==> config.mk <==
export PLATFORM = sky130hd
export DESIGN_NAME = pin_debounce_irq
export DESIGN_NICKNAME = d
export VERILOG_FILES = /design/src/rtl/pin_debounce_irq.sv
export SDC_FILE = /design/constraint.sdc
export NUM_CORES = 1
export LEC_CHECK = 0
export BUFFER_PORTS_ARGS = -buffer_cell sky130_fd_sc_hd__buf_4
export CAP_MARGIN = 20
export CORE_MARGIN = 10
export CORE_UTILIZATION = 24
export CTS_BUF_LIST = sky130_fd_sc_hd__clkbuf_8
export DETAILED_ROUTE_END_ITERATION = 6
export SLEW_MARGIN = 10
export SYNTH_ARGS = -nofsm -noshare
export SYNTH_HDL_FRONTEND = slang
export SYNTH_SLANG_ARGS = --single-unit
==> constraint.sdc <==
create_clock -name clk -period 4.25 [get_ports clk]
set_clock_uncertainty 0.2 [all_clocks]
set_input_delay 0.85 -clock clk [delete_from_list [all_inputs] [get_ports clk]]
set_output_delay 0.85 -clock clk [all_outputs]
set_load 0.01 [all_outputs]
==> src/rtl/pin_debounce_irq.sv <==
module pin_debounce_irq #(
  parameter int W      = 8,
  parameter int CODE_W = 3
) (
  input  logic         clk,
  input  logic         rst_n,
  input  logic         tick,
  input  logic [W-1:0] pin_in,
  input  logic         wr_en,
  input  logic [1:0]   wr_addr,
  input  logic [W-1:0] wr_data,
  input  logic [1:0]   rd_addr,
  output logic [W-1:0] rd_data,
  output logic         irq
);
  localparam int MAX_SHIFT = (1 << CODE_W) - 1;
  localparam int CNT_W     = MAX_SHIFT + 1;

  logic [W-1:0]      s1, s2, filt, filt_d, flag, mask, esel, hit;
  logic [CODE_W-1:0] code;
  logic [CNT_W-1:0]  cnt [W];
  logic [CNT_W-1:0]  limit;

  wire wr_flag = wr_en && wr_addr == 2'd0;
  wire wr_mask = wr_en && wr_addr == 2'd1;
  wire wr_esel = wr_en && wr_addr == 2'd2;
  wire wr_code = wr_en && wr_addr == 2'd3;

  assign limit = CNT_W'(1) << code;
  assign hit   = (filt ^ filt_d) & (filt ^ esel);
  assign irq   = |(flag & mask);

  always_comb begin
    case (rd_addr)
      2'd0:    rd_data = flag;
      2'd1:    rd_data = mask;
      2'd2:    rd_data = esel;
      default: rd_data = W'(code);
    endcase
  end

  always_ff @(posedge clk) begin
    if (!rst_n) begin
      s1 <= '0;
      s2 <= '0;
    end else begin
      s1 <= pin_in;
      s2 <= s1;
    end
  end

  always_ff @(posedge clk) begin
    if (!rst_n) begin
      filt <= '0;
      for (int i = 0; i < W; i++) cnt[i] <= '0;
    end else begin
      for (int i = 0; i < W; i++) begin
        if (wr_code) begin
          cnt[i] <= '0;
        end else if (code == '0) begin
          cnt[i]  <= '0;
          filt[i] <= s2[i];
        end else if (tick) begin
          if (s2[i] == filt[i]) begin
            cnt[i] <= '0;
          end else if (cnt[i] == limit) begin
            cnt[i]  <= '0;
            filt[i] <= s2[i];
          end else begin
            cnt[i] <= cnt[i] + 1'b1;
          end
        end
      end
    end
  end

  always_ff @(posedge clk) begin
    if (!rst_n) begin
      filt_d <= '0;
      flag   <= '0;
      mask   <= '0;
      esel   <= '0;
      code   <= '0;
    end else begin
      filt_d <= filt;
      flag   <= (flag & ~(wr_flag ? wr_data : '0)) | hit;
      if (wr_mask) mask <= wr_data;
      if (wr_esel) esel <= wr_data;
      if (wr_code) code <= wr_data[CODE_W-1:0];
    end
  end

  a_r5_no_tick_hold: assert property (@(posedge clk) disable iff (!rst_n)
    (code != '0 && !tick && !wr_code) |=> $stable(filt));

  a_r6_code_write_keeps_filt: assert property (@(posedge clk) disable iff (!rst_n)
    wr_code |=> $stable(filt));

  a_r8_flag_sticky: assert property (@(posedge clk) disable iff (!rst_n)
    !wr_flag |=> (($past(flag) & ~flag) == '0));

  a_r10_irq_level: assert property (@(posedge clk) disable iff (!rst_n)
    (irq && !wr_en) |=> irq);

  a_r9_set_wins: assert property (@(posedge clk) disable iff (!rst_n)
    (hit != '0) |=> ((flag & $past(hit)) == $past(hit)));

  for (genvar g = 0; g < W; g++) begin : g_cnt_chk
    a_r3_cnt_bound: assert property (@(posedge clk) disable iff (!rst_n)
      cnt[g] <= limit);
  end
endmodule

* Yosys cells after proc, flatten, opt, wreduce, memory -nomap -nowiden
Memories as Yosys holds them, arrays and structs flattened. Cells that the tools add are included.
Word-level totals: flip-flop bits (word level) 59, bits in writable memories 64, input port bits 24, logic and storage cells 369, memories kept 1
Cells by class: add/subtract/negate cells 8, equal/unequal tests 29, shift operators 1, multiplexer cells 242, bitwise logic cells 48, reductions and logical operators 25
Memories:
- cnt | words 8, bits a word 8, read ports 8, clocked after Yosys merged registers in 0, write ports 8, line 21 | logic [CNT_W-1:0] cnt [W];
Operator list (count):
- 2-to-1 mux 8 bit | 41
- 2-to-1 mux 1 bit | 200
- adder 8 x 1 -> 8 bit (second input constant) | 8
- == test 8 bit | 8
- bitwise OR 1 bit | 40
- AND reduction 4 bit | 8
- bitwise AND 8 bit | 3
- one-hot mux 8 bit (3 select lines) | 1
- nonzero test 2 bit | 9
- bitwise XOR 8 bit | 2
- != test 2 bit (second input constant) | 6
- == test 1 bit | 8
- NOT 8 bit | 1
- bitwise OR 8 bit | 1
- OR reduction 8 bit | 1
- left shift 1 x 3 -> 8 bit (first input constant) | 1
- == test 2 bit (second input constant) | 3
- == test 2 x 1 -> 1 bit (second input constant) | 2
- logical AND 1 bit | 4
- logical NOT 2 bit | 2
- != test 2 x 1 -> 1 bit (second input constant) | 2
- logical NOT 3 bit | 1
- NOT 1 bit | 1

* Depth between registers and ports, before layout
Gate-level depths: netlist (run 1).
depth after elaboration 11, mapped depth 9, gate-level depth less buffers 6

* Worst setup path after synthesis (run 1)
Ideal clock, no wire load.
kind input to output, start point input rd_addr[0], end point output rd_data[0], arrival 1699 ps, required time 3200 ps, path slack 1501 ps, stages 2, path buffers 1, cells stage by stage clkbuf_1 -> mux4_2
Between the ends: word-level cells in the longest chain between the ends 2, elaborated cells on any way between the ends 4
RTL lines:
- from (decl) | line 12 | input logic [1:0] rd_addr,
- == test 2 bit, or another cell as far along | line 34 | case (rd_addr)
- one-hot mux 8 bit (3 select lines) (*) | line 34
- to (decl) | line 13 | output logic [W-1:0] rd_data,
Mark *: on every way between the ends. The rest lies on a longest branch, timed or not.

==> results of run 1 <==
## synth_stat cells, types with 4 or more instances
library cell / n / area share (%)
a21oi_1: 24 / 1.7
o22ai_1: 5 / 0.46
dfxtp_1: 59 / 17
nand4b_1: 9 / 1.1
edfxtp_1: 64 / 28
xnor2_1: 24 / 3.1
buf_4: 6 / 0.66
inv_1: 14 / 0.77
a221oi_1: 7 / 0.89
and2_1: 24 / 2.2
a211oi_1: 4 / 0.44
and3b_1: 9 / 1.1
or3_1: 11 / 1.0
a22oi_1: 4 / 0.44
nor3_1: 6 / 0.44
nand3b_1: 8 / 0.87
xor2_1: 32 / 4.1
nor2_1: 135 / 7.4
ha_1: 8 / 1.5
nand2b_1: 7 / 0.64
nor3b_1: 14 / 1.5
nor2b_1: 5 / 0.46
clkbuf_1: 13 / 0.71
and3_1: 19 / 1.7
o21ai_0: 32 / 2.3
buf_2: 10 / 0.73
nand4_1: 6 / 0.55
mux2i_1: 25 / 3.6
nand3_1: 45 / 3.3
nand2_1: 48 / 2.6
## per-layer routing
metal / vias up / part of all wire, % / track usage, %
met4: 0 / 0.78 / 2.625
li1: 2681 / - / -
met2: 86 / 47 / 14.49
met5: - / 0 / 0
met1: 2613 / 48 / 11.50
met3: 8 / 4.7 / 2.095
## registers in the layout, indices dropped and copies added, names as in the netlist
signal and cells:
s2 8, filt 8, filt_d 8, flag 8
s1 8, mask 8, esel 8, code 3
cnt 64
## kinds of logic after synthesis
| kind of cell | count (synthesis) | synth area share (%) |
|---|---|---|
| xor gates and xnor gates | 56 | 7.144 |
| muxes | 31 | 5.176 |
| AOI/OAI and AO/OA | 106 | 10.59 |
| buffers and inverters | 46 | 3.244 |
| adders and majority gates | 8 | 1.458 |
| and+or+nand+nor | 364 | 27.19 |
| DFF | 123 | 45.20 |
## critical path, delay by kind of cell, from the launching register on
kind            cells  cell delay [ns]
simple gates        4             1.67
flops               1             0.76
compound gates      1             0.15
## where the power goes
group	total [mW]	leakage (nW)	switching [mW]	internal [mW]
Sequential	1.33	1.26	0.0511	1.28
Combinational	0.210	1.44	0.116	0.0938
Clock	0.981	0.213	0.462	0.519
Total	2.52	2.91	0.629	1.89
## cell type report
type / instances / area [µm²]
clock buffer: 18 / 247.7
clock inverter: 14 / 116.4
fill: 2994 / 20200
inverter: 14 / 52.55
multi-input combinational: 565 / 3540
sequential: 123 / 3104
tap: 378 / 473.0
timing repair buffer: 37 / 277.8
## worst max path at each step
stage / startpoint / end / slack (ns) / cells after the start
2_1_floorplan: rd_addr[0] / rd_data[0] / 1.50 / 2
5_1_grt: code[2] / cnt[1][4] / 0.98 / 6
6_report: code[2] / cnt[1][31] / 1.21 / 5
4_1_cts: code[2] / cnt[1][31] / 1.20 / 5
3_5_place_dp: code[2] / cnt[1][31] / 1.22 / 5
3_3_place_gp: wr_en / cnt[0][22] / 1.28 / 7
## stage by stage
step	hold slack [ns]	cells
finish	0.2366	1149
detailed placement	0.2251	1117
global route	0.2581	1149
global placement	0.2142	1117
floorplan	0.2119	734
CTS	0.2429	1149
==> flow_summary.ini, run 1 <==
[place]
place_area_um2 = 7447
place_ws_ns = 1.223
hpwl_um = 11030
io_buffer_count = 32
gp_congestion = 0.8144

[global_routing]
antenna_found_initial = 0
grt_use_total_pct = 8.918
overflow = 0
grt_max_degree = 51
grt_pass1_vias = 5196
grt_pass1_wl_um = 26410

[setup_path]
slowest_delay_ns = 0.76
r2r-end = cnt[1][31]
setup.worst_path.end_class = register
cp.arrival_ns = 3.02
rr_worst_depth = 5
crit_type = reg -> reg
r2r_slack_ns = 1.21
critPathMaxFanout = 22
cp-start-kind = register
worstPathCellList = nor2b_2, a21oi_1, or4_4, nand3_1, nor2_1
required_ns = 4.23
reg2reg_from = code[2]
critPathSlowestCell = dfxtp_1

[sta]
tightest_slew_ns = 0.9995
rsz0062_at_grt = no
relSlewSlack_pct = 33.30
fin_crit_sh_pct = 71.58
layout_setup_ws_ns = 1.208
hold_violations = 0
min_period_ns = 3.042
slew_viol_final = 0
finalSetupTns_ns = 0
max_freq_mhz = 328.7
setup_viol = 0

[final_layout]
area_delta_synth_final_pct = 13.78
fin_util_pct = 27.89
finish.instance_area_um2 = 7811
final_cell_mix = 135 x nor2_1, 64 x edfxtp_1, 58 x dfxtp_1
final_net_count = 790
layout-drive-gt1-share_pct = 10.51
final_common_cell = nor2_1
antenna_cells = 0

[yosys]
synth-seq-area-share_pct = 45.20
avgSynthCellArea_um2 = 9.353
ys_ff_latch = 123
synth_cell_types = 68
mappedNetlistArea_um2 = 6865
yosys_warnings = 0
synthArstFlopShare_pct = 0
synthFlopType = edfxtp_1
syn-num-nets = 766
synth_edf_count = 64
syn_inst = 734

[clocking]
cts_root_buf = clkbuf_8
cts_max_path_buffers = 2
cts_buffers = 17
post_cts_resized = 0
cts.hold.buffers_added = 0
cts_tree = yes
postCtsSetupBuffers = 0
path_clk_slew_ns = 0.07
clock_latency_ns = 0.44
clkSinkCount = 123
htreeDepth = 4

[floorplanning]
core_um2 = 28010
ios = 33
die_w_um = 189.1
die_area_um2 = 35770
die_h_um = 189.1
rows = 61
initial_utilization_pct = 24.51

[routing]
vias_per_cell = 4.689
first_pass_iters = 5
routedWlPerCell_um = 13.78
drt_wl_total_um = 15840
drtIter0Drc = 304
ant_nets = 0
drc_errors = 0
dr_total_vias = 5388

[worst_hold_path]
whs_path_depth = 1
hp-start = s1[5]
hold_class = reg -> reg
hold_path_end = s2[5]

[job]
cap_violations = 0

[power_and_ir_drop]
power.leakage_nw = 2.908
finalPower_mw = 2.523
p_per_area_nw_per_um2 = 323.0
peakVddDrop_mv = 0.1734

[status]
outcome = finished, final reports clean
No activity file was read; power rests on OpenSTA's default activity.
==> run 2, diff against run 1 <==
==> constraint.sdc (replaced) <==
create_clock -name clk -period 2.5 [get_ports clk]
set_clock_uncertainty 0.2 [all_clocks]
set_input_delay 0.5 -clock clk [delete_from_list [all_inputs] [get_ports clk]]
set_output_delay 0.5 -clock clk [all_outputs]
set_load 0.01 [all_outputs]
==> flow_summary.ini, run 2 (synthesis results as in run 1) <==
[final_layout]
layout-drive-gt1-share_pct = 14.41
final_common_cell = nor2_1
fin_util_pct = 29.03
layoutNonFillerInstCount = 1176
finish.instance_area_um2 = 8133
final_cell_mix = 135 x nor2_1, 64 x edfxtp_1, 61 x buf_4
antenna_cells = 0
largest_register_ffs = 64
multi_input_area_um2 = 3568
top_register = cnt
area_delta_synth_final_pct = 18.46
final_net_count = 817
fill_cells = 2956
ff_latch_area_um2 = 3107

[floorplanning]
ios = 33
initial_utilization_pct = 24.51
rows = 61
die_h_um = 189.1
die_area_um2 = 35770
core_um2 = 28010
die_w_um = 189.1

[worst_hold_path]
hold_class = in -> reg
hold_path_end = s1[6]
whs_path_depth = 2
hp-start = pin_in[6]

[clocking]
htreeDepth = 4
clkSinkCount = 123
cts_root_buf = clkbuf_8
cts.hold.buffers_added = 0
cts_max_path_buffers = 2
cts_buffers = 17
clock_latency_ns = 0.45
cts_tree = yes
path_clk_slew_ns = 0.08

[global_routing]
antenna_found_initial = 0
grt_pass1_vias = 5217
grt_pass1_wl_um = 26590
overflow = 0
grt_max_degree = 30
grt_use_total_pct = 8.979

[setup_path]
cp.arrival_ns = 1.72
setup.worst_path.end_class = primary output
crit_top_cell = buf_4
reg2reg_from = code[0]
critPathSlowestCell = mux4_2
worst-path-buf-inv = 3
crit_start = code[2]
slowest_delay_ns = 0.48
critPathMaxFanout = 12
required_ns = 1.80
cp.depth = 4
rr_worst_depth = 7
cp-start-kind = register
crit_type = reg -> out
worstPathCellList = buf_4, buf_6, mux4_2, buf_4
r2r_slack_ns = 0.17
crit_family = multiplexers
r2r-end = cnt[0][5]

[routing]
drtIter0Drc = 318
first_pass_iters = 5
drc_errors = 0
vias_per_cell = 4.616
drt_wl_total_um = 16020
routedWlPerCell_um = 13.62
dr_total_vias = 5429
ant_nets = 0

[sta]
hold_violations = 0
tightest_slew_ns = 0.5976
min_period_ns = 2.418
max_freq_mhz = 413.6
fin_crit_sh_pct = 96.71
relSlewSlack_pct = 59.95
setup_viol = 0
slew_viol_final = 0
finalSetupTns_ns = 0

[place]
gp_congestion = 0.8167
place_area_um2 = 7667
hpwl_um = 11740
io_buffer_count = 32
post-place-cells = 1143

[power_and_ir_drop]
p_per_area_nw_per_um2 = 559.4
p_comb_share_pct = 9.0
switching_share_pct = 24.63
pwr-share-clk_pct = 41.5
power.switching_mw = 1.120
intPower_mw = 3.429
peakVddDrop_mv = 0.3147
seq_power_share_pct = 49.5
power.leakage_nw = 3.068

[status]
outcome = finished, final reports clean

[job]
cap_violations = 0
## run 2: cell types whose count changed in the layout (fill, tap and decap cells not counted), sizes merged
cell,delta
clkbuf,+2
clkinv,-1
inv,-2
buf,+27
bufinv,+1
## run 2: cell type report
| cell class | count | area share, % |
|---|---|---|
| multi-input cells | 565 | 43.88 |
| flip-flops and latches | 123 | 38.20 |
| clock buffers | 20 | 3.385 |
| inverters | 14 | 0.6462 |
| clock inverters | 12 | 1.815 |
| repair buffers | 64 | 6.262 |
| well taps | 378 | 5.815 |
## run 2: power groups by stage
stage / registers (mW) / logic [mW] / clock network [mW]
after floorplan: 2.27 / 0.266 / 0
after global placement: 2.30 / 0.398 / 0
after detailed placement: 2.30 / 0.402 / 0
after CTS: 2.25 / 0.404 / 1.93
after global routing: 2.26 / 0.453 / 2.01
final: 2.25 / 0.409 / 1.89
## run 2: worst max path at each step
stage	slack (ns)	end
after floorplan	0.38	cnt[1][10]
after global placement	0.04	cnt[1][2]
after detailed placement	-0.01	cnt[1][2]
after CTS	0.006	cnt[1][2]
after global routing	-0.003	cnt[1][6]
final	0.08	rd_data[2]
## run 2: what timing repair did
action / CTS / global route
pin swaps: 0 / 1
setup buffers: 0 / 1
resized for setup: 2 / 6
endpoints found under the setup margin: 7 / 42
## run 2: stage by stage
step / setup slack, ns / total power, mW / hold WS (ns)
floorplan: 0.3776 / 2.540 / 0.2119
global placement: 0.04030 / 2.697 / 0.2180
detailed placement: -0.01197 / 2.703 / 0.2190
CTS: 0.006461 / 4.594 / 0.03493
global route: -0.002785 / 4.731 / 0.03617
finish: 0.08231 / 4.549 / 0.05752
## run 2: worst register-to-register path, delay by kind of cell (launching register included)
| kind | cells | cell delay (ns) |
|---|---|---|
| AND/OR/NAND/NOR | 4 | 0.90 |
| flip-flops | 1 | 0.38 |
| buffers and inverters | 2 | 0.34 |
| AO/OA/AOI/OAI | 1 | 0.26 |
## run 2: metal layers
| metal | GRT usage (%) | routed length, µm |
|---|---|---|
| met1 | 11.25 | 7639 |
| met4 | 3.358 | 296 |
| met2 | 14.87 | 7616 |
| met5 | 0 | 0 |
| met3 | 1.856 | 470 |
